<file path="config.mk">
export PLATFORM = sky130hd
export DESIGN_NAME = uart_irq_gen
export DESIGN_NICKNAME = d
export VERILOG_FILES = /design/src/rtl/uirq_pkg.sv /design/src/rtl/uirq_cmp.sv /design/src/rtl/uirq_ctrl.sv /design/src/rtl/uirq_out.sv /design/src/rtl/uart_irq_gen.sv
export SDC_FILE = /design/constraint.sdc
export NUM_CORES = 1
export LEC_CHECK = 0
export BUFFER_PORTS_ARGS = -buffer_cell sky130_fd_sc_hd__clkbuf_2
export CORE_MARGIN = 3
export CORE_UTILIZATION = 30
export CTS_CLUSTER_DIAMETER = 150
export DETAILED_ROUTE_END_ITERATION = 10
export HOLD_SLACK_MARGIN = 0.12
export PLACE_DENSITY = 0.66
export SETUP_SLACK_MARGIN = 0.05
export SLEW_MARGIN = 20
export SYNTH_ARGS = -nofsm -noshare
export SYNTH_HDL_FRONTEND = slang
export SYNTH_SLANG_ARGS = --single-unit
export TNS_END_PERCENT = 20
</file>
<file path="constraint.sdc">
create_clock -name clk -period 0.8 [get_ports clk]
set_input_delay 0.04 -clock clk [delete_from_list [all_inputs] [get_ports clk]]
set_output_delay 0.04 -clock clk [all_outputs]
set_load 0.03 [all_outputs]
</file>
<file path="src/rtl/uirq_pkg.sv">
package uirq_pkg;

  // Threshold results from the datapath comparators
  typedef struct packed {
    logic txEmpty;
    logic txBelow;
    logic rxReached;
  } cmpStat_t;

  // Next-cycle level strobes handed from control to the output stage
  typedef struct packed {
    logic txLvl;
    logic rxLvl;
  } levelStrobe_t;

endpackage

</file>
<file path="src/rtl/uirq_cmp.sv">
module uirq_cmp #(
  parameter int CNT_W = 7
) (
  input  logic [CNT_W-1:0]  txFill,
  input  logic [CNT_W-1:0]  txTrig,
  input  logic [CNT_W-1:0]  rxFill,
  input  logic [CNT_W-1:0]  rxTrig,
  output uirq_pkg::cmpStat_t stat
);

  always_comb begin
    stat.txEmpty   = (txFill == '0);
    stat.txBelow   = (txFill < txTrig);
    // an empty receive FIFO never counts as having reached its threshold
    stat.rxReached = (rxFill != '0) && (rxFill >= rxTrig);
  end

endmodule

</file>
<file path="src/rtl/uirq_ctrl.sv">
module uirq_ctrl (
  input  logic                    fifoEn,
  input  logic                    thrFull,
  input  logic                    rhrFull,
  input  logic                    rxTimeout,
  input  uirq_pkg::cmpStat_t      stat,
  output uirq_pkg::levelStrobe_t  strobe
);

  always_comb begin
    if (fifoEn) begin
      strobe.txLvl = stat.txEmpty | stat.txBelow;
      strobe.rxLvl = stat.rxReached | rxTimeout;
    end else begin
      strobe.txLvl = ~thrFull;
      strobe.rxLvl = rhrFull;
    end
  end

endmodule

</file>
<file path="src/rtl/uirq_out.sv">
module uirq_out #(
  parameter bit PIN_ACTIVE_LOW = 1'b0
) (
  input  logic                    clk,
  input  logic                    rstN,
  input  uirq_pkg::levelStrobe_t  strobe,
  input  logic                    txMask,
  input  logic                    rxMask,
  output logic                    txIrq,
  output logic                    rxIrq,
  output logic                    irqPin
);

  localparam logic IDLE_LEVEL = PIN_ACTIVE_LOW;

  logic anyNext;
  logic pinNext;

  assign anyNext = (strobe.txLvl & txMask) | (strobe.rxLvl & rxMask);

  generate
    if (PIN_ACTIVE_LOW) begin : g_pinLow
      assign pinNext = ~anyNext;
    end else begin : g_pinHigh
      assign pinNext = anyNext;
    end
  endgenerate

  always_ff @(posedge clk or negedge rstN) begin
    if (!rstN) begin
      txIrq  <= 1'b1;
      rxIrq  <= 1'b0;
      irqPin <= IDLE_LEVEL;
    end else begin
      txIrq  <= strobe.txLvl;
      rxIrq  <= strobe.rxLvl;
      irqPin <= pinNext;
    end
  end

endmodule

</file>
<file path="src/rtl/uart_irq_gen.sv">
module uart_irq_gen #(
  parameter int FIFO_DEPTH     = 64,
  parameter bit PIN_ACTIVE_LOW = 1'b0,
  parameter int CNT_W          = $clog2(FIFO_DEPTH + 1)
) (
  input  logic             clk,
  input  logic             rstN,
  input  logic             fifoEn,
  input  logic             thrFull,
  input  logic             rhrFull,
  input  logic [CNT_W-1:0] txFill,
  input  logic [CNT_W-1:0] rxFill,
  input  logic [CNT_W-1:0] txTrig,
  input  logic [CNT_W-1:0] rxTrig,
  input  logic             rxTimeout,
  input  logic             txMask,
  input  logic             rxMask,
  output logic             txIrq,
  output logic             rxIrq,
  output logic             irqPin
);

  uirq_pkg::cmpStat_t     stat;
  uirq_pkg::levelStrobe_t strobe;

  uirq_cmp #(.CNT_W(CNT_W)) u_cmp (
    .txFill (txFill),
    .txTrig (txTrig),
    .rxFill (rxFill),
    .rxTrig (rxTrig),
    .stat   (stat)
  );

  uirq_ctrl u_ctrl (
    .fifoEn    (fifoEn),
    .thrFull   (thrFull),
    .rhrFull   (rhrFull),
    .rxTimeout (rxTimeout),
    .stat      (stat),
    .strobe    (strobe)
  );

  uirq_out #(.PIN_ACTIVE_LOW(PIN_ACTIVE_LOW)) u_out (
    .clk    (clk),
    .rstN   (rstN),
    .strobe (strobe),
    .txMask (txMask),
    .rxMask (rxMask),
    .txIrq  (txIrq),
    .rxIrq  (rxIrq),
    .irqPin (irqPin)
  );

endmodule

</file>
==> qor.txt <==
crit start category: input pin
synthesized flop and latch total: 3
die area: 2180 um^2
Worst EP arrival: 1130 ps
GR Util All Layers: 13.3%
Num CTS Buffers: 3
slack of the critical path: -179 ps
layout cells sized above 1: 52.9%
crit path max-delay cell type: ha_4
clock slew at reported path FFs: 40 ps
Max FO, Critical Path: 2
Core Region: 1520 um^2
Power Total: 0.000948 W
area grow syn2layout: 100%
Switching Share: 32.3%
routed len/inst: 10.3 um
failing checks: setup timing
Post-Synth Simple-Gate Area: 22.5%
min-delay worst type: input pin to flop
Seq/Total Area, Yosys: 15.4%
final hold violation count: 0
residual DRC count: 0
TritonCTS clock tree: yes
Adder-Cell Fraction of Synth Area: 32.8%
Crit. path cell count: 8
Compound-Gate Fraction of Synth Area: 14.9%
die outline height: 46.6 um
Cell Area, Synth: 495 um^2
Cell Chain, Critical Path: clkbuf_16 -> inv_12 -> ha_4 -> a21o_1 -> a31oi_1 -> o21ai_1 -> a31o_1 -> o221ai_2
CP peak stage delay: 220 ps
clock sinks: 3
via count: 659
Max Root-Sink Buffers: 2
synth top area cells: ha_1 33%, inv_1 12%, dfrtp_1 10%
final net count: 171
synth warn: 0
TritonRoute pass-1 iters: 3
mux cell area share after synthesis: 2.27%
Worst Hold Path Cells: 3
largest family of logic cells by synthesized area: adder cells
Ports: 39
Synth area leader: ha_1
Root Buffer: clkbuf_4
pwr dens: 955 nW/um^2
crit path kind: input pin to flop
Via density: 4.81
Routability Congestion: 0.660
postcts setup bufs: 0
Distinct cells, synth: 21
Slew HR: 82.7%
H-tree levels: 1
Gate Count Post-Synth: 65
Placed Cells: 127
Sw Pwr: 0.000307 W
CP required: 950 ps
Crit. End Element: flop
internal power: 0.000641 W
largest net degree at the start of global routing: 7
kind of cell adding the most delay to the critical path: compound AO/OA/AOI/OAI gates
setup tns final: -377 ps
WL final: 1.41 mm
syn_nets: 114
VDD IR max: 0.000553 V
PortBufs: 38
number of global-route vias before repair: 601
DRT iter0 DRCs: 3
xor-xnor portion of the synthesized cell area: 0%
crit path buf inv count: 2
RSZ-0062 raised after global routing: yes
Final setup viols: 4
Combinational Power Share: 51.9%
Final min period: 979 ps
initial antenna violation count: 0
final cycle utilization of the critical path: 122%
FILL cells: 137
Slew @ Worst Pin: 257 ps
outcome: finished with violations
GRT overflow: 0
Post-synth ARST share: 100%
Starting Density: 32.5%
first-pass GRT wire length: 2.15 mm
die width: 46.6 um
Layout Cells excl Fill: 137
Avg Cell Area, Syn: 7.62 um^2
leakage: 0.539 nW
Reg power frac: 19.4%
number of diodes: 0
post-synth top area share: 32.8%
Post-DP HPWL: 1.16 mm
share of total power in the clock network: 28.8%
Post-synth EDFFs: 0
ANT nets after route: 0
row cnt: 14
Max Transition Viols Final: 0
Post-synth top flop: dfrtp_1
f_max: 1.02 GHz
Max Cap Viol: 0
## state kept, by name, summed over array words and instances, names as in the netlist
| register | count |
|---|---|
| u_out.txIrq | 1 |
| u_out.rxIrq | 1 |
| u_out.irqPin | 1 |
## cell families after synthesis
family	Yosys count
DFF	3
adders and majority gates	13
and+or+nand+nor	21
muxes	1
AOI/OAI and AO/OA	11
buffers and inverters	16
## power groups by stage
stage / sequential, W / clock (W) / combinational, W
finish: 0.000184 / 0.000273 / 0.000491
global route: 0.000185 / 0.000283 / 0.000545
CTS: 0.000179 / 0.000284 / 0.000481
detailed placement: 0.000178 / 0 / 0.000394
global placement: 0.000178 / 0 / 0.000381
floorplan: 0.000214 / 0 / 0.000169
## worst min-delay path, cell delays in order
cell and delay, ps:
clkbuf_2 120, nor2_1 100, a31oi_1 50
## cells in the final DEF, fill, tap and decap left out, types with 2 or more instances in the layout
master         count
buf_8              3
ha_1               9
nand4_1            4
ha_4               4
clkbuf_2          34
nor4_1             2
nor3_1             2
a21oi_2            3
dlygate4sd3_1      6
dfrtp_1            2
buf_4              8
inv_1             14
nand2_1            4
nand3_1            3
clkbuf_4           3
a31oi_1            2
## Yosys cell counts (2+ instances only)
cell / n
nor4_1: 2
a31oi_1: 2
nor3_1: 2
a21oi_1: 4
nand3_1: 4
dfrtp_1: 2
nand2b_1: 2
inv_1: 16
nand4_1: 4
ha_1: 13
nand2_1: 4
## final timing paths
path | start | endpoint | slack, ps
setup / recovery | txTrig[2] | u_out.irqPin | -180
hold / removal | fifoEn | u_out.rxIrq | 120
max in group asynchronous | rstN | u_out.txIrq | 480
min in group asynchronous | rstN | u_out.irqPin | 130
## final cells by class
class	instances	area [um^2]	share of cell area, %
Tap cell	16	20.0	2.02
Multi-Input combinational cell	46	437	44.0
Timing Repair Buffer	52	360	36.3
Inverter	16	72.6	7.31
Clock buffer	4	26.3	2.65
Sequential cell	3	76.3	7.69
## through the flow
step	hold WS [ps]	instance area, um^2	setup WS (ps)	utilization, %
after floorplan	-256	546	-239	-
after global placement	-163	816	-465	53.5
after detailed placement	-164	816	-489	53.5
after CTS	118	985	-177	64.6
after global routing	139	992	-247	65.1
final	120	992	-179	65.1
## routing by layer
layer  part of all wire [%]  up-vias  global-route usage, %  routed length [um]
li1                       -      341                      -                   -
met1                     35      297                   13.7                 497
met2                     58       19                   27.5                 811
met3                    5.5        2                  0.391                  78
met4                    1.6        0                   4.97                  22
met5                      0        -                      0                   0
## what timing repair did
action,in CTS,in global routing
hold buffers,6,0
resized for setup,15,4
endpoints found under the setup margin,6,6
hold endpoints to repair,5,0
pin swaps,3,1
Power figures use the tool's default switching activity.
